[config.mk]
export PLATFORM = sky130hd
export DESIGN_NAME = wdt_supervisor
export DESIGN_NICKNAME = d
export VERILOG_FILES = /design/src/rtl/wdsup_pkg.sv /design/src/rtl/wdsup_sync.sv /design/src/rtl/wdsup_rst_ctrl.sv /design/src/rtl/wdsup_wd_core.sv /design/src/rtl/wdt_supervisor.sv
export SDC_FILE = /design/constraint.sdc
export NUM_CORES = 1
export LEC_CHECK = 0
export BUFFER_PORTS_ARGS = -buffer_cell sky130_fd_sc_hd__buf_2
export CAP_MARGIN = 20
export CORE_ASPECT_RATIO = 1.25
export CORE_UTILIZATION = 40
export CTS_CLUSTER_DIAMETER = 120
export DETAILED_ROUTE_END_ITERATION = 10
export GPL_TIMING_DRIVEN = 0
export PLACE_DENSITY = 0.63
export SLEW_MARGIN = 10
export SYNTH_ARGS = -nofsm -noshare
export SYNTH_HDL_FRONTEND = slang
export SYNTH_SLANG_ARGS = --single-unit
[constraint.sdc]
create_clock -name clk -period 2.28 [get_ports clk]
set_clock_uncertainty 0.05 [all_clocks]
set_input_delay 0.456 -clock clk [delete_from_list [all_inputs] [get_ports clk]]
set_output_delay 0.456 -clock clk [all_outputs]
set_load 0.01 [all_outputs]
[src/rtl/wdsup_pkg.sv]
package wdsup_pkg;
    typedef enum logic {
        WIN_STD = 1'b0,
        WIN_EXT = 1'b1
    } win_sel_e;

    function automatic int max2(input int a, input int b);
        return (a > b) ? a : b;
    endfunction
endpackage

[src/rtl/wdsup_sync.sv]
module wdsup_sync #(
    parameter int N       = 2,
    parameter int STAGES  = 2,
    parameter logic [N-1:0] RST_VAL = '1
) (
    input  logic         clk,
    input  logic         rst_n,
    input  logic [N-1:0] d_i,
    output logic [N-1:0] q_o
);
    logic [N-1:0] stg_q [STAGES];
    logic [N-1:0] stg_d [STAGES];

    generate
        for (genvar s = 0; s < STAGES; s++) begin : g_stage
            if (s == 0) begin : g_first
                assign stg_d[s] = d_i;
            end else begin : g_next
                assign stg_d[s] = stg_q[s-1];
            end
            always_ff @(posedge clk or negedge rst_n) begin
                if (!rst_n) stg_q[s] <= RST_VAL;
                else        stg_q[s] <= stg_d[s];
            end
        end
    endgenerate

    assign q_o = stg_q[STAGES-1];
endmodule

[src/rtl/wdsup_rst_ctrl.sv]
module wdsup_rst_ctrl #(
    parameter int RST_DELAY = 16
) (
    input  logic clk,
    input  logic rst_n,
    input  logic supply_ok_i,
    input  logic mr_n_i,
    output logic rel_o,
    output logic rel_next_o
);
    localparam int CW = $clog2(RST_DELAY + 1);

    typedef struct packed {
        logic [CW-1:0] cnt;
        logic          rel;
    } st_t;

    st_t st_d, st_q;

    always_comb begin
        st_d = st_q;
        if (!supply_ok_i || !mr_n_i) begin
            st_d.cnt = '0;
            st_d.rel = 1'b0;
        end else if (!st_q.rel) begin
            if (st_q.cnt == CW'(RST_DELAY - 1)) begin
                st_d.rel = 1'b1;
                st_d.cnt = '0;
            end else begin
                st_d.cnt = st_q.cnt + 1'b1;
            end
        end
    end

    always_ff @(posedge clk or negedge rst_n) begin
        if (!rst_n) st_q <= '0;
        else        st_q <= st_d;
    end

    assign rel_o      = st_q.rel;
    assign rel_next_o = st_d.rel;
endmodule

[src/rtl/wdsup_wd_core.sv]
module wdsup_wd_core
    import wdsup_pkg::*;
#(
    parameter int RST_DELAY = 16,
    parameter int TMO_STD   = 40,
    parameter int TMO_EXT   = 100
) (
    input  logic clk,
    input  logic rst_n,
    input  logic rel_i,
    input  logic rel_next_i,
    input  logic kick_s_i,
    input  logic en_i,
    input  logic sel_i,
    output logic fault_n_o
);
    localparam int WW = $clog2(max2(TMO_STD, TMO_EXT) + 1);
    localparam int PW = $clog2(RST_DELAY + 1);

    typedef struct packed {
        logic [WW-1:0] win;
        logic [PW-1:0] pulse;
        logic          fault;
        logic          kick_prev;
    } st_t;

    st_t           st_d, st_q;
    logic          kick_fall;
    logic [WW-1:0] win_last;
    win_sel_e      win_sel;

    assign win_sel   = win_sel_e'(sel_i);
    assign win_last  = (win_sel == WIN_EXT) ? WW'(TMO_EXT - 1) : WW'(TMO_STD - 1);
    assign kick_fall = st_q.kick_prev & ~kick_s_i;

    always_comb begin
        st_d           = st_q;
        st_d.kick_prev = kick_s_i;
        if (!rel_i || !rel_next_i) begin
            st_d.win   = '0;
            st_d.pulse = '0;
            st_d.fault = 1'b0;
        end else if (st_q.fault) begin
            if (st_q.pulse == PW'(RST_DELAY - 1)) begin
                st_d.fault = 1'b0;
                st_d.pulse = '0;
                st_d.win   = '0;
            end else begin
                st_d.pulse = st_q.pulse + 1'b1;
            end
        end else if (!en_i || kick_fall) begin
            st_d.win = '0;
        end else if (st_q.win == win_last) begin
            st_d.fault = 1'b1;
            st_d.win   = '0;
            st_d.pulse = '0;
        end else begin
            st_d.win = st_q.win + 1'b1;
        end
    end

    always_ff @(posedge clk or negedge rst_n) begin
        if (!rst_n) st_q <= '{win: '0, pulse: '0, fault: 1'b0, kick_prev: 1'b1};
        else        st_q <= st_d;
    end

    assign fault_n_o = ~st_q.fault;
endmodule

[src/rtl/wdt_supervisor.sv]
module wdt_supervisor #(
    parameter int RST_DELAY   = 16,
    parameter int TMO_STD     = 40,
    parameter int TMO_EXT     = 100,
    parameter int SYNC_STAGES = 2
) (
    input  logic clk,
    input  logic rst_n,
    input  logic supply_ok_i,
    input  logic man_rst_n_i,
    input  logic kick_i,
    input  logic wd_en_i,
    input  logic tmo_sel_i,
    output logic sys_rst_n_o,
    output logic wd_fault_n_o
);
    logic [1:0] async_in;
    logic [1:0] sync_out;
    logic       rel, rel_next;

    assign async_in = {man_rst_n_i, kick_i};

    wdsup_sync #(.N(2), .STAGES(SYNC_STAGES), .RST_VAL(2'b11)) u_sync (
        .clk   (clk),
        .rst_n (rst_n),
        .d_i   (async_in),
        .q_o   (sync_out)
    );

    wdsup_rst_ctrl #(.RST_DELAY(RST_DELAY)) u_rst (
        .clk         (clk),
        .rst_n       (rst_n),
        .supply_ok_i (supply_ok_i),
        .mr_n_i      (sync_out[1]),
        .rel_o       (rel),
        .rel_next_o  (rel_next)
    );

    wdsup_wd_core #(.RST_DELAY(RST_DELAY), .TMO_STD(TMO_STD), .TMO_EXT(TMO_EXT)) u_wd (
        .clk        (clk),
        .rst_n      (rst_n),
        .rel_i      (rel),
        .rel_next_i (rel_next),
        .kick_s_i   (sync_out[0]),
        .en_i       (wd_en_i),
        .sel_i      (tmo_sel_i),
        .fault_n_o  (wd_fault_n_o)
    );

    assign sys_rst_n_o = rel;
endmodule

## Yosys cells after proc, flatten, opt, wreduce, memory -nomap -nowiden

Cells that the tools add are included.

| storage, ports and cells | value |
|---|---|
| register bits after elaboration | 24 |
| input port bits | 7 |
| output and inout bits | 2 |
| logic and storage cells | 44 |

| cells by class | value |
|---|---|
| add/sub/neg operators | 3 |
| equality and inequality tests | 6 |
| mux-type cells | 14 |
| bitwise logic cells | 3 |
| reductions and logical operators | 10 |

Operator list:

| kind | number |
|---|---|
| $mux 7 | 4 |
| $mux 13 | 2 |
| $mux 6 | 4 |
| $add 5x1->5 const B | 2 |
| $eq 5x4->1 const B | 2 |
| $mux 5 | 2 |
| $add 7x1->7 const B | 1 |
| $eq 7x7->1 | 1 |
| $logic_not 1->1 | 5 |
| $logic_or 1x1->1 | 3 |
| $ne 3x1->1 const B | 1 |
| $ne 3x3->1 const B | 1 |
| $reduce_bool 3->1 | 1 |
| $mux 1 | 2 |
| $ne 2x2->1 const B | 1 |
| $not 1->1 | 2 |
| $reduce_and 2->1 | 1 |
| $and 1x1->1 | 1 |

## Logic depth before layout (Yosys ltp)

| logic depth | value |
|---|---|
| depth in word-level cells | 8 |
| gate-level depth with buffers | 6 |
| depth with buffers taken out | 5 |

## Hierarchy

From an unflattened synthesis, not the netlist that was laid out.

| unflattened totals | value |
|---|---|
| cells, all modules | 109 |
| area, all modules | 1161.1 µm² |

Modules (own cells, without submodules):

| module | times used | cells each | area each (µm²) | sequential area each (µm²) |
|---|---|---|---|---|
| wdsup_wd_core | 1 | 76 | 777.0 | 351.6 |
| wdsup_rst_ctrl | 1 | 29 | 279.0 | 150.1 |
| wdsup_sync | 1 | 4 | 105.1 | 105.1 |

## Least setup slack after synthesis

No wires, ideal clock.

| path | value |
|---|---|
| path type | register to register |
| start | register u_sync.stg_q, in the netlist u_sync.q_o[1] |
| end | register u_wd.st_q[11] (netlist bit) |
| library setup time | 0.126 ns |
| arrival | 1.349 ns |
| data required time | 2.104 ns |
| path slack | 0.755 ns |
| stages on the path, launching flop included | 6 |
| path buffers | 1 |
| period minus slack after synthesis | 1.525 ns |
| cell sequence | dfstp_2 -> and4_4 -> o21a_1 -> buf_4 -> nor3_1 -> a221o_1 |

| on the way | value |
|---|---|
| longest elaborated chain between the ends | 6 |
| elaborated cells on any way between the ends | 7 |
| those cells by class | eq/ne: 1; mux: 2; reduce/logical: 4 |

Ends and longest elaborated chain:

| item | line | text |
|---|---|---|
| start, declared | wdsup_sync.sv:11 | `logic [N-1:0] stg_q [STAGES];` |
| start signal, assigned by index | wdsup_sync.sv:23 | `else stg_q[s] <= stg_d[s];` |
| $logic_not 1->1 (*) | wdsup_rst_ctrl.sv:22 | `if (!supply_ok_i \|\| !mr_n_i) begin` |
| $logic_or 1x1->1 (*) | wdsup_rst_ctrl.sv:22 |  |
| $mux 6 (*) | wdsup_rst_ctrl.sv:22 |  |
| $logic_not 1->1 (*) | wdsup_wd_core.sv:39 | `if (!rel_i \|\| !rel_next_i) begin` |
| $logic_or 1x1->1 (*) | wdsup_wd_core.sv:39 |  |
| $ne 3x3->1 (no line) or $mux 13 (tied branches) | n/a |  |
| end signal, assigned | wdsup_wd_core.sv:63 | `if (!rst_n) st_q <= '{win: '0, pulse: '0, fault: 1'b0, kick_prev: 1'b1};` |
| end signal, assigned | wdsup_wd_core.sv:64 | `else st_q <= st_d;` |
| end, declared | wdsup_wd_core.sv:27 | `st_t st_d, st_q;` |

Mark *: on every way between the ends. The rest lies on a longest branch, timed or not.
A chain may end at the register's enable or synchronous reset.

## Worst setup path after layout

Same ends and word-level chain as after synthesis.

==> flow_summary.ini <==
[synth]
netlist_area_mm2 = 0.00113
ys_warn_count = 0
simple_gate_area_share_of_the_yosys_netlist = 0.189
synth_enable_flop_cells = 0
synth_flop_cell = sky130_fd_sc_hd__dfrtp_1
netlist-cell-type-count = 35
synth-adder-area-share = 0.0333
synth-async-reset-ratio = 1.00
synthesis.nets = 109
synth-compound-area-share = 0.199
syn_area_cell_um2 = 11.4
yosys-mux-area-fraction = 0.0200
synth_seq_cells = 24
syn_inst = 99
synth-xor-area-share = 0.00777
combinational_family_with_the_most_area_after_synthesis = compound AO/OA/AOI/OAI gates
sequential_fraction_of_the_synthesis_area = 0.538

[worst_setup_path]
worst_ep_arrival_time_ns = 1.80
setup.reg_to_reg.worst_slack_ns = 0.64
max_stage_delay_ns = 0.58
crit_path_end_kind = flop
critical_path.n_buffers_inverters = 1
critical-path-top-delay-family = flip-flops
worstReg2RegStart = u_sync.q_o[1]
largest_fanout_on_the_critical_path = 10
worstPathCellList = and4_4, o21a_1, buf_4, nor3_1, a221o_1
timing_worst_setup_path_type = flop to flop
worstSetupStartpointType = flop
critPathSlowestCell = sky130_fd_sc_hd__dfstp_2
worstPathRequired_ns = 2.44
critPathLaunch = u_sync.q_o[1]

[route]
antenna_left = 0
postRouteWirelength_mm = 1.88
wl_per_cell_um = 13.0
vias_per_cell = 5.43
post-route-drc-count = 0
num_vias = 788
first_iter_violations = 35
tritonroute_pass_1_iters = 4

[global_route]
grt_first_pass_wirelength_mm = 3.46
grt_remaining_overflow = 0
gr-usage-all-layers = 0.156
grt_max_degree = 25
grt_antenna_before_repair = 0
grt_pass1_vias = 774

[clock_network]
clock-root-buffer = sky130_fd_sc_hd__clkbuf_4
cts.path.max_buffers = 2
tritoncts_num_sinks = 24
clock_insertion_delay_worst_skew_ns = 0.31
cts-buffers-inserted = 3
register_clock_pin_slew_on_the_reported_worst_setup_and_hold_paths_ns = 0.13
clock_tree_from_tritoncts = built
post-cts-setup-buffers = 0
post_cts_sizing_count = 0
htree_num_levels = 1
post_cts_hold_buffer_count = 0

[sta]
final-max-slew-violation-count = 0
final-hold-violation-count = 0
maxClockFrequency_mhz = 611
worst_slew_margin_rel = 0.654
grt_setup_unrepaired = no
setup_violations = 0
tightestPinTransition_ns = 0.520
period_minus_slack_ns = 1.64
timing.setup.tns_ns = 0
fin_crit_sh = 0.718

[place]
port_buffers = 8
place.detailed.hpwl_mm = 1.42
place_congestion = 0.720
place_area_mm2 = 0.00121

[cells_and_area]
post_route_cells_drive_above_1_share = 0.225
mostFrequentLayoutCells = sky130_fd_sc_hd__dfrtp_1 (19), sky130_fd_sc_hd__o21ai_0 (8), sky130_fd_sc_hd__buf_2 (8), sky130_fd_sc_hd__nand2_1 (7)
fill_cells = 254
final_common_cell = sky130_fd_sc_hd__dfrtp_1
area_overhead_vs_synth_pct = 12.0
fin_area_mm2 = 0.00126
total_nets_final = 122
antenna-diode-count = 0
seqCellArea_um2 = 607
multi_input_area_um2 = 505

[min_path]
holdCritPathClass = primary input to async pin

[die]
die_h_um = 61.4
fp.dieArea_mm2 = 0.00304
die_w_um = 49.5
ioPinCount = 9
std_cell_rows = 21
total_core_area_mm2 = 0.00268
initial_core_utilization = 0.421

[outcome]
status = completed

[power_and_ir_drop]
vdd_drop_max_uv = 362
static-leakage-power_nw = 0.585
power_density_mw_per_mm2 = 602

[run]
drv_cap = 0
==> through the flow <==
step / instances / setup slack [ns] / hold slack (ns) / power (mW) / utilization
after global placement: 141 / 0.588 / 0.299 / 0.469 / 0.451
final: 145 / 0.642 / 0.0550 / 0.760 / 0.471
after global routing: 145 / 0.480 / 0.0778 / 0.795 / 0.471
after floorplan: 99 / 0.755 / 0.110 / 0.453 / -
after detailed placement: 141 / 0.574 / 0.299 / 0.470 / 0.451
after CTS: 145 / 0.634 / 0.0596 / 0.773 / 0.471
==> report_power, final <==
group	internal, mW	switching (mW)	total, mW
logic	0.00723	0.0143	0.0215
registers	0.435	0.00435	0.440
clock network	0.178	0.121	0.299
==> cells in the mapped netlist, drive strengths merged, types with 2 or more instances <==
| cell type | count | area, um^2 |
|---|---|---|
| inv | 2 | 7.51 |
| o21a | 3 | 22.5 |
| mux2 | 2 | 22.5 |
| and3 | 2 | 12.5 |
| nand3 | 6 | 30.0 |
| o21bai | 2 | 15.0 |
| o21ai | 8 | 40.0 |
| a21o | 2 | 15.0 |
| or3 | 2 | 12.5 |
| dfrtp | 19 | 475 |
| dfstp | 5 | 131 |
| nor2 | 6 | 22.5 |
| o2bb2ai | 2 | 17.5 |
| nor2b | 2 | 12.5 |
| nand2 | 7 | 26.3 |
| nor3 | 3 | 15.0 |
| a22o | 5 | 43.8 |
| and4b | 2 | 20.0 |
| ha | 3 | 37.5 |
==> layer usage <==
| metal | wire (um) | share of wire | up-vias | track usage |
|---|---|---|---|---|
| met5 | 0 | 0 | - | 0 |
| met3 | 58 | 0.031 | 2 | 0.0272 |
| met4 | 22 | 0.012 | 0 | 0.0857 |
| met1 | 954 | 0.51 | 377 | 0.204 |
| li1 | - | - | 400 | - |
| met2 | 849 | 0.45 | 9 | 0.250 |
==> worst paths after layout <==
check                                   to  depth (start not counted)
max                          u_wd.st_q[11]                          5
min                           u_wd.st_q[8]                          1
max reg2reg                  u_wd.st_q[11]                          5
min reg2reg                  u_sync.q_o[0]                          0
max in group asynchronous     u_wd.st_q[0]                          1
min in group clk           u_sync.stg_d[0]                          1
==> state kept, by name, indices dropped and copies added (netlist names) <==
name	flops
u_wd.st_q	14
u_rst.st_q	5
u_sync.q_o	2
u_sync.stg_d	2
u_rst.rel_o	1
==> area by class of cell <==
| type | count | share of cell area |
|---|---|---|
| clock inverters | 1 | 0.0238 |
| clock buffers | 3 | 0.0178 |
| flip-flops and latches | 24 | 0.481 |
| repair buffers | 8 | 0.0317 |
| inverters | 2 | 0.00595 |
| well taps | 34 | 0.0337 |
| multi-input cells | 72 | 0.400 |
| plain buffers | 1 | 0.00595 |
==> kinds of logic (layout without fill, tap and decap cells) <==
| family | after synthesis | after routing |
|---|---|---|
| AND/OR/NAND/NOR | 37 | 37 |
| AO/OA/AOI/OAI | 29 | 29 |
| flip-flops | 24 | 24 |
| adder cells (fa/ha/maj) | 3 | 3 |
| buffers and inverters | 3 | 15 |
| multiplexers | 2 | 2 |
| XOR/XNOR | 1 | 1 |
Note: power is estimated with default switching activity, not from simulation.
